**src/rtl/lfe_pkg.sv**
```systemverilog
package lfe_pkg;

  typedef enum logic [1:0] {
    W_IDLE,
    W_ARM,
    W_COUNT,
    W_WAIT
  } win_state_t;

endpackage

```
**src/rtl/lfe_zx_detect.sv**
```systemverilog
module lfe_zx_detect #(
  parameter int SAMPLE_W = 16
) (
  input  logic                clk,
  input  logic                rst,
  input  logic                en,
  input  logic                s_valid,
  input  logic [SAMPLE_W-1:0] s_data,
  output logic                zx_valid,
  output logic                zx_hit
);

  logic prev_neg;
  logic have_prev;

  always_ff @(posedge clk) begin
    if (rst || !en) begin
      prev_neg  <= 1'b0;
      have_prev <= 1'b0;
      zx_valid  <= 1'b0;
      zx_hit    <= 1'b0;
    end else begin
      zx_valid <= s_valid;
      zx_hit   <= s_valid && have_prev && (s_data[SAMPLE_W-1] != prev_neg);
      if (s_valid) begin
        prev_neg  <= s_data[SAMPLE_W-1];
        have_prev <= 1'b1;
      end
    end
  end

  // a crossing is only reported for a strobed sample
  AST_HIT_NEEDS_VALID: assert property (@(posedge clk) disable iff (rst)
    zx_hit |-> zx_valid);

endmodule

```
**src/rtl/lfe_window.sv**
```systemverilog
module lfe_window
  import lfe_pkg::*;
#(
  parameter int ZXN_W = 16,
  parameter int CNT_W = 24
) (
  input  logic             clk,
  input  logic             rst,
  input  logic             en,
  input  logic             abort,
  input  logic             zx_valid,
  input  logic             zx_hit,
  input  logic [ZXN_W-1:0] zx_num,
  input  logic             div_done,
  output logic             start,
  output logic [CNT_W-1:0] s_total
);

  win_state_t       state;
  logic [ZXN_W-1:0] zcnt;
  logic [CNT_W-1:0] scnt;
  logic [CNT_W-1:0] scnt_nxt;
  logic             last_zx;

  always_comb begin
    scnt_nxt = scnt + CNT_W'(1);
    last_zx  = (zcnt == zx_num - ZXN_W'(1));
  end

  always_ff @(posedge clk) begin
    if (rst) begin
      state   <= W_IDLE;
      zcnt    <= '0;
      scnt    <= '0;
      s_total <= '0;
      start   <= 1'b0;
    end else begin
      start <= 1'b0;
      if (!en) begin
        state <= W_IDLE;
      end else if (abort) begin
        state <= W_ARM;
      end else begin
        case (state)
          W_IDLE: state <= W_ARM;
          W_ARM: begin
            if (zx_valid && zx_hit) begin
              zcnt  <= '0;
              scnt  <= '0;
              state <= W_COUNT;
            end
          end
          W_COUNT: begin
            if (zx_valid) begin
              if (scnt == '1) begin
                // sample counter would wrap: drop this window
                state <= W_ARM;
              end else begin
                scnt <= scnt_nxt;
                if (zx_hit) begin
                  if (last_zx) begin
                    s_total <= scnt_nxt;
                    start   <= 1'b1;
                    state   <= W_WAIT;
                  end else begin
                    zcnt <= zcnt + ZXN_W'(1);
                  end
                end
              end
            end
          end
          W_WAIT: begin
            if (div_done) state <= W_ARM;
          end
          default: state <= W_IDLE;
        endcase
      end
    end
  end

  AST_ZCNT_BOUND: assert property (@(posedge clk) disable iff (rst)
    (state == W_COUNT) |-> (zcnt < zx_num));

  AST_START_NONZERO: assert property (@(posedge clk) disable iff (rst)
    start |-> (s_total != '0));

endmodule

```
**src/rtl/lfe_divider.sv**
```systemverilog
module lfe_divider #(
  parameter int NUM_W = 16,
  parameter int DEN_W = 25,
  parameter int Q_W   = 24
) (
  input  logic             clk,
  input  logic             rst,
  input  logic             abort,
  input  logic             start,
  input  logic [NUM_W-1:0] num,
  input  logic [DEN_W-1:0] den,
  output logic             busy,
  output logic             done,
  output logic [Q_W-1:0]   quot
);

  localparam int ITER_W = $clog2(Q_W + 1);

  logic [DEN_W-1:0]  rem;
  logic [DEN_W-1:0]  den_q;
  logic [ITER_W-1:0] iter;
  logic [DEN_W:0]    rem_sh;
  logic              take;
  logic [DEN_W-1:0]  rem_sub;

  always_comb begin
    rem_sh  = {rem, 1'b0};
    take    = (rem_sh >= {1'b0, den_q});
    rem_sub = rem_sh[DEN_W-1:0] - den_q;
  end

  always_ff @(posedge clk) begin
    if (rst) begin
      busy  <= 1'b0;
      done  <= 1'b0;
      rem   <= '0;
      den_q <= '0;
      iter  <= '0;
      quot  <= '0;
    end else begin
      done <= 1'b0;
      if (abort) begin
        busy <= 1'b0;
        iter <= '0;
      end else if (start) begin
        busy  <= 1'b1;
        rem   <= DEN_W'(num);
        den_q <= den;
        iter  <= ITER_W'(Q_W);
        quot  <= '0;
      end else if (busy) begin
        rem  <= take ? rem_sub : rem_sh[DEN_W-1:0];
        quot <= {quot[Q_W-2:0], take};
        iter <= iter - ITER_W'(1);
        if (iter == ITER_W'(1)) begin
          busy <= 1'b0;
          done <= 1'b1;
        end
      end
    end
  end

  AST_REM_BELOW_DEN: assert property (@(posedge clk) disable iff (rst)
    busy |-> (rem < den_q));

  AST_DONE_AFTER_BUSY: assert property (@(posedge clk) disable iff (rst)
    done |-> ($past(busy) && !busy));

endmodule

```
**src/rtl/line_freq_est.sv**
```systemverilog
module line_freq_est #(
  parameter int SAMPLE_W  = 16,
  parameter int EPS_W     = 24,
  parameter int ZXN_W     = 16,
  parameter int CNT_W     = 24,
  parameter int ZXN_RESET = 100,
  parameter int OWR_HZ    = 4000,
  parameter int F_RST_HZ  = 50,
  parameter int F_MIN_HZ  = 40,
  parameter int F_MAX_HZ  = 75
) (
  input  logic                clk,
  input  logic                rst,
  input  logic                s_valid,
  input  logic [SAMPLE_W-1:0] s_data,
  input  logic                afc_en,
  input  logic                zxn_wr,
  input  logic [ZXN_W-1:0]    zxn_wdata,
  input  logic                upd_clr,
  input  logic                oor_clr,
  output logic [EPS_W-1:0]    eps,
  output logic                upd_flag,
  output logic                oor_flag,
  output logic                busy
);

  localparam int DEN_W = CNT_W + 1;
  localparam logic [63:0] ONE_FRAC = 64'd1 << EPS_W;
  localparam logic [63:0] EPS_RST_W = (64'(F_RST_HZ) * ONE_FRAC) / 64'(OWR_HZ);
  localparam logic [63:0] EPS_MIN_W = (64'(F_MIN_HZ) * ONE_FRAC) / 64'(OWR_HZ);
  localparam logic [63:0] EPS_MAX_W = (64'(F_MAX_HZ) * ONE_FRAC) / 64'(OWR_HZ);
  localparam logic [EPS_W-1:0] EPS_RST = EPS_RST_W[EPS_W-1:0];
  localparam logic [EPS_W-1:0] EPS_MIN = EPS_MIN_W[EPS_W-1:0];
  localparam logic [EPS_W-1:0] EPS_MAX = EPS_MAX_W[EPS_W-1:0];

  logic             afc_q;
  logic [ZXN_W-1:0] zxn_q;
  logic             abort;
  logic             zx_valid;
  logic             zx_hit;
  logic             win_start;
  logic [CNT_W-1:0] s_total;
  logic             div_done;
  logic [EPS_W-1:0] quot;
  logic             accept;
  logic             in_band;

  always_comb begin
    abort   = zxn_wr || (afc_en != afc_q);
    in_band = (quot >= EPS_MIN) && (quot <= EPS_MAX);
    accept  = div_done && afc_en && !abort;
  end

  always_ff @(posedge clk) begin
    if (rst) begin
      afc_q <= 1'b0;
      zxn_q <= ZXN_W'(ZXN_RESET);
    end else begin
      afc_q <= afc_en;
      if (zxn_wr) zxn_q <= (zxn_wdata == '0) ? ZXN_W'(1) : zxn_wdata;
    end
  end

  lfe_zx_detect #(
    .SAMPLE_W(SAMPLE_W)
  ) u_zx (
    .clk     (clk),
    .rst     (rst),
    .en      (afc_en),
    .s_valid (s_valid),
    .s_data  (s_data),
    .zx_valid(zx_valid),
    .zx_hit  (zx_hit)
  );

  lfe_window #(
    .ZXN_W(ZXN_W),
    .CNT_W(CNT_W)
  ) u_win (
    .clk     (clk),
    .rst     (rst),
    .en      (afc_en),
    .abort   (abort),
    .zx_valid(zx_valid),
    .zx_hit  (zx_hit),
    .zx_num  (zxn_q),
    .div_done(div_done),
    .start   (win_start),
    .s_total (s_total)
  );

  lfe_divider #(
    .NUM_W(ZXN_W),
    .DEN_W(DEN_W),
    .Q_W  (EPS_W)
  ) u_div (
    .clk  (clk),
    .rst  (rst),
    .abort(abort),
    .start(win_start),
    .num  (zxn_q),
    .den  ({s_total, 1'b0}),
    .busy (busy),
    .done (div_done),
    .quot (quot)
  );

  always_ff @(posedge clk) begin
    if (rst) begin
      eps      <= EPS_RST;
      upd_flag <= 1'b0;
      oor_flag <= 1'b0;
    end else begin
      if (accept && in_band) eps <= quot;

      if (accept && in_band) upd_flag <= 1'b1;
      else if (upd_clr)      upd_flag <= 1'b0;

      if (accept && !in_band) oor_flag <= 1'b1;
      else if (oor_clr)       oor_flag <= 1'b0;
    end
  end

  AST_EPS_IN_BAND: assert property (@(posedge clk) disable iff (rst)
    !$stable(eps) |-> ((eps >= EPS_MIN) && (eps <= EPS_MAX)));

  AST_OOR_KEEPS_EPS: assert property (@(posedge clk) disable iff (rst)
    $rose(oor_flag) |-> ($stable(eps) && !$rose(upd_flag)));

  AST_EPS_HOLD_OFF: assert property (@(posedge clk) disable iff (rst)
    !afc_en |=> $stable(eps));

  AST_UPD_STICKY: assert property (@(posedge clk) disable iff (rst)
    (upd_flag && !upd_clr) |=> upd_flag);

  AST_OOR_STICKY: assert property (@(posedge clk) disable iff (rst)
    (oor_flag && !oor_clr) |=> oor_flag);

  AST_NO_CHANGE_WHILE_BUSY: assert property (@(posedge clk) disable iff (rst)
    busy |=> $stable(eps));

endmodule

```
**config.mk**
```make
export PLATFORM = sky130hd
export DESIGN_NAME = line_freq_est
export DESIGN_NICKNAME = d
export VERILOG_FILES = /design/src/rtl/lfe_pkg.sv /design/src/rtl/lfe_zx_detect.sv /design/src/rtl/lfe_window.sv /design/src/rtl/lfe_divider.sv /design/src/rtl/line_freq_est.sv
export SDC_FILE = /design/constraint.sdc
export NUM_CORES = 1
export LEC_CHECK = 0
export BUFFER_PORTS_ARGS = -buffer_cell sky130_fd_sc_hd__buf_4
export CAP_MARGIN = 40
export CORE_ASPECT_RATIO = 1.25
export CORE_UTILIZATION = 35
export DETAILED_ROUTE_END_ITERATION = 8
export GPL_TIMING_DRIVEN = 0
export SETUP_SLACK_MARGIN = 0.15
export SLEW_MARGIN = 20
export SYNTH_ARGS = -nofsm -noshare
export SYNTH_HDL_FRONTEND = slang
export SYNTH_HIERARCHICAL = 1
export SYNTH_SLANG_ARGS = --single-unit
export TNS_END_PERCENT = 100
```
**constraint.sdc**
```tcl
create_clock -name clk -period 2.6 [get_ports clk]
set_input_delay 0.26 -clock clk [delete_from_list [all_inputs] [get_ports clk]]
set_output_delay 0.26 -clock clk [all_outputs]
set_load 0.05 [all_outputs]
```
==> impl_metrics.py <==
metrics = {
    "die": {
        "initial_utilization_pct": 35.7,
        "rows": 71,
        "die-area_um2": 31500,
        "die_width_um": 159,
        "dieHeight_um": 198,
        "coreArea_um2": 30200,
        "ios": 66,
    },
    "global_routing": {
        "grt_max_degree": 17,
        "antenna_found_initial": 0,
        "first_global_vias": 9609,
        "grt-ovfl-total": 0,
        "grt_usage_pct": 19.6,
        "grt_pass1_wl_mm": 49.5,
    },
    "power": {
        "ir_drop_mv": 0.398,
        "power.density_nw_per_um2": 448,
        "p_leak_uw": 0.00515,
    },
    "finish": {
        "drive_gt1_share_pct": 24.0,
        "stdcell_count": 1858,
        "antennaDiodeCount": 0,
        "n_fill_cell": 2987,
        "seq_area_um2": 3940,
        "multi_input_area_um2": 7110,
        "syn2layout_area_growth_pct": 28.5,
        "utilization_pct": 45.9,
        "layout.nets": 1518,
    },
    "worst_setup_path": {
        "r2r_start": "zxn_q[3]",
        "required_ns": 2.93,
        "startpoint_type": "flop",
        "reg2reg_depth": 11,
        "path_max_fanout": 8,
        "worstPathArrival_ns": 3.32,
        "path_class": "flop to flop",
        "startpoint": "zxn_q[3]",
        "cp-end-kind": "flop",
    },
    "placed_design": {
        "dp_cells": 1769,
        "hpwl_mm": 22.3,
        "io_buffers": 50,
        "place.gp.congestion": 0.866,
    },
    "synth": {
        "synth_edf_count": 0,
        "syn-num-nets": 1392,
        "ys_seq_elements": 195,
        "synth_area_um2": 10800,
        "syn_avg_cell_area_um2": 8.18,
        "synthArstFlopShare_pct": 0,
        "ys_warn_count": 6,
        "synth-main-ff-cell": "dfxtp_1",
        "synth_cell_types": 94,
        "yosysSeqAreaShare_pct": 36.2,
        "netlist_instances": 1318,
    },
    "timing": {
        "setup_viol": 62,
        "tightest_slew_ns": 0.996,
        "fin_skew_ns": 0.00770,
        "slew_viol_final": 0,
        "slew_headroom_pct": 33.6,
        "hold_viol": 0,
        "rsz0062_at_grt": "yes",
        "fin_crit_sh_pct": 115,
        "fmax_ghz": 0.335,
        "min_period_ns": 2.98,
        "worst_slack_ns": -0.383,
    },
    "drt": {
        "dr.pass1.iters": 4,
        "drt_wl_total_mm": 31.4,
        "via_count": 10000,
        "vias_per_cell": 5.40,
        "wire_per_inst_um": 16.9,
        "drt.antenna.violating_nets": 0,
        "drt_first_iter_violations": 578,
        "drc": 0,
    },
    "outcome": {
        "status": "finished with violations",
        "violations": "negative setup slack",
    },
    "clocking": {
        "cts.sinks": 195,
        "path_clk_slew_ns": 0.07,
        "ctsRootBufferMaster": "clkbuf_16",
        "insertion_delay_ns": 0.44,
        "h-tree-depth": 4,
        "clockBufferDepth": 2,
        "cts_made_buffers": 17,
        "cts_tree": "done",
    },
    "min_path": {
        "holdPathStages": 3,
        "min_path_type": "input port to flop",
        "min_from": "zxn_wdata[6]",
    },
    "run": {
        "maxCapViolations": 0,
    },
}
==> cell usage after synthesis, types with 18 or more instances <==
| library cell | count | share of area [%] |
|---|---|---|
| dfxtp_1 | 195 | 36 |
| nand2_1 | 143 | 5.0 |
| a21oi_1 | 119 | 5.5 |
| nor2_1 | 111 | 3.9 |
| nand3_1 | 61 | 2.8 |
| clkbuf_1 | 54 | 1.9 |
| inv_1 | 53 | 1.8 |
| o21ai_0 | 49 | 2.3 |
| mux2i_1 | 40 | 3.7 |
| ha_1 | 34 | 3.9 |
| nand4_1 | 32 | 1.9 |
| xnor2_1 | 31 | 2.5 |
| a22oi_1 | 29 | 2.0 |
| xor2_1 | 29 | 2.4 |
| nor3_1 | 28 | 1.3 |
| and3_1 | 25 | 1.5 |
| a21o_1 | 23 | 1.6 |
| or3_1 | 18 | 1.0 |
==> worst max-delay path, stage by stage, from the launching register on <==
cell and delay [ns]:
dfxtp_4 0.36, buf_6 0.12, or4_4 0.41, buf_6 0.15, or3_4 0.36, o21ai_2 0.14
a221oi_2 0.10, or4b_4 0.54, o21ai_4 0.30, buf_4 0.22, a21oi_2 0.06, mux2i_1 0.11
==> final timing paths <==
path                           to  slack (ns)
setup reg to reg   u_win/zcnt[14]       -0.38
hold reg to reg   u_div/den_q[17]        0.45
hold / removal           zxn_q[6]        0.06
setup / recovery   u_win/zcnt[14]       -0.38
==> flip-flops by register name (all words and copies together) (netlist names), 2 cells and up <==
name / flops
u_div/den_q: 25
u_div/iter: 5
u_win/scnt: 24
u_div/quot: 24
zxn_q: 16
u_win/zcnt: 16
u_div/rem: 25
eps: 24
u_win/state: 2
u_win/s_total: 24
==> area by class of cell <==
type / count / share of cell area [%]
sequential: 195 / 28.4
clock inverter: 11 / 1.23
multi-input combinational: 989 / 51.3
inverter: 54 / 1.46
clock buffer: 21 / 3.39
timing repair buffer: 108 / 6.91
buffer: 79 / 3.70
tap: 401 / 3.62
==> report_power, final <==
group	internal, µW	switching, µW	total, µW
clock	1700	1170	2860
combinational	130	180	310
sequential	3000	35.9	3040
==> layer usage <==
metal	routed length, µm	track usage [%]
met1	13800	23.9
met2	15700	34.5
met3	862	2.72
met4	992	8.16
met5	0	0
==> kinds of logic (layout without fill, tap and decap cells) <==
group                      count (synthesis)  in the layout  synth area share, %
muxes                                     40             40                 3.71
buffers and inverters                    134            273                 5.43
other                                      1              1               0.0348
xor gates and xnor gates                  60             60                 4.87
and+or+nand+nor                          512            512                 24.1
AOI/OAI and AO/OA                        341            341                 21.5
DFF                                      195            195                 36.2
adders and majority gates                 35             35                 4.13
==> cell usage in the layout, fill, tap and decap left out, types with 12 or more instances in the layout <==
master and n:
dfxtp_1 179, nand2_1 137, nor2_1 108, a21oi_1 94, buf_4 92, inv_1 51
mux2i_1 39, clkbuf_1 37, o21ai_0 37, nand3_1 37, nand4_1 32, a21oi_2 30
xnor2_1 29, a22oi_1 28, xor2_1 28, ha_1 27, and3_1 25, a21o_1 23
nor3_1 21, buf_6 19, clkbuf_16 18, or3_1 18, nand3_2 13, o31ai_1 12
nand3b_1 12
==> per-stage QoR <==
stage	setup WS, ns	TNS, ns	cell area (µm²)	total power, µW	hold WS (ns)
finish	-0.383	-13.29	13900	6210	0.0604
global route	-0.499	-21.73	13900	6440	0.0523
CTS	-0.301	-10.72	13100	6250	0.0437
detailed placement	-1.04	-90.71	11700	3350	0.441
global placement	-1.03	-86.63	11700	3350	0.436
floorplan	-0.215	-5.90	10900	3250	0.372
==> repair_timing <==
item	in CTS	in global routing
gates resized for setup	106	132
endpoints found under the setup margin	137	104
setup buffers	30	20
hold buffers	0	0
pin swaps	30	52
gates cloned	3	5
Power figures use the tool's default switching activity.
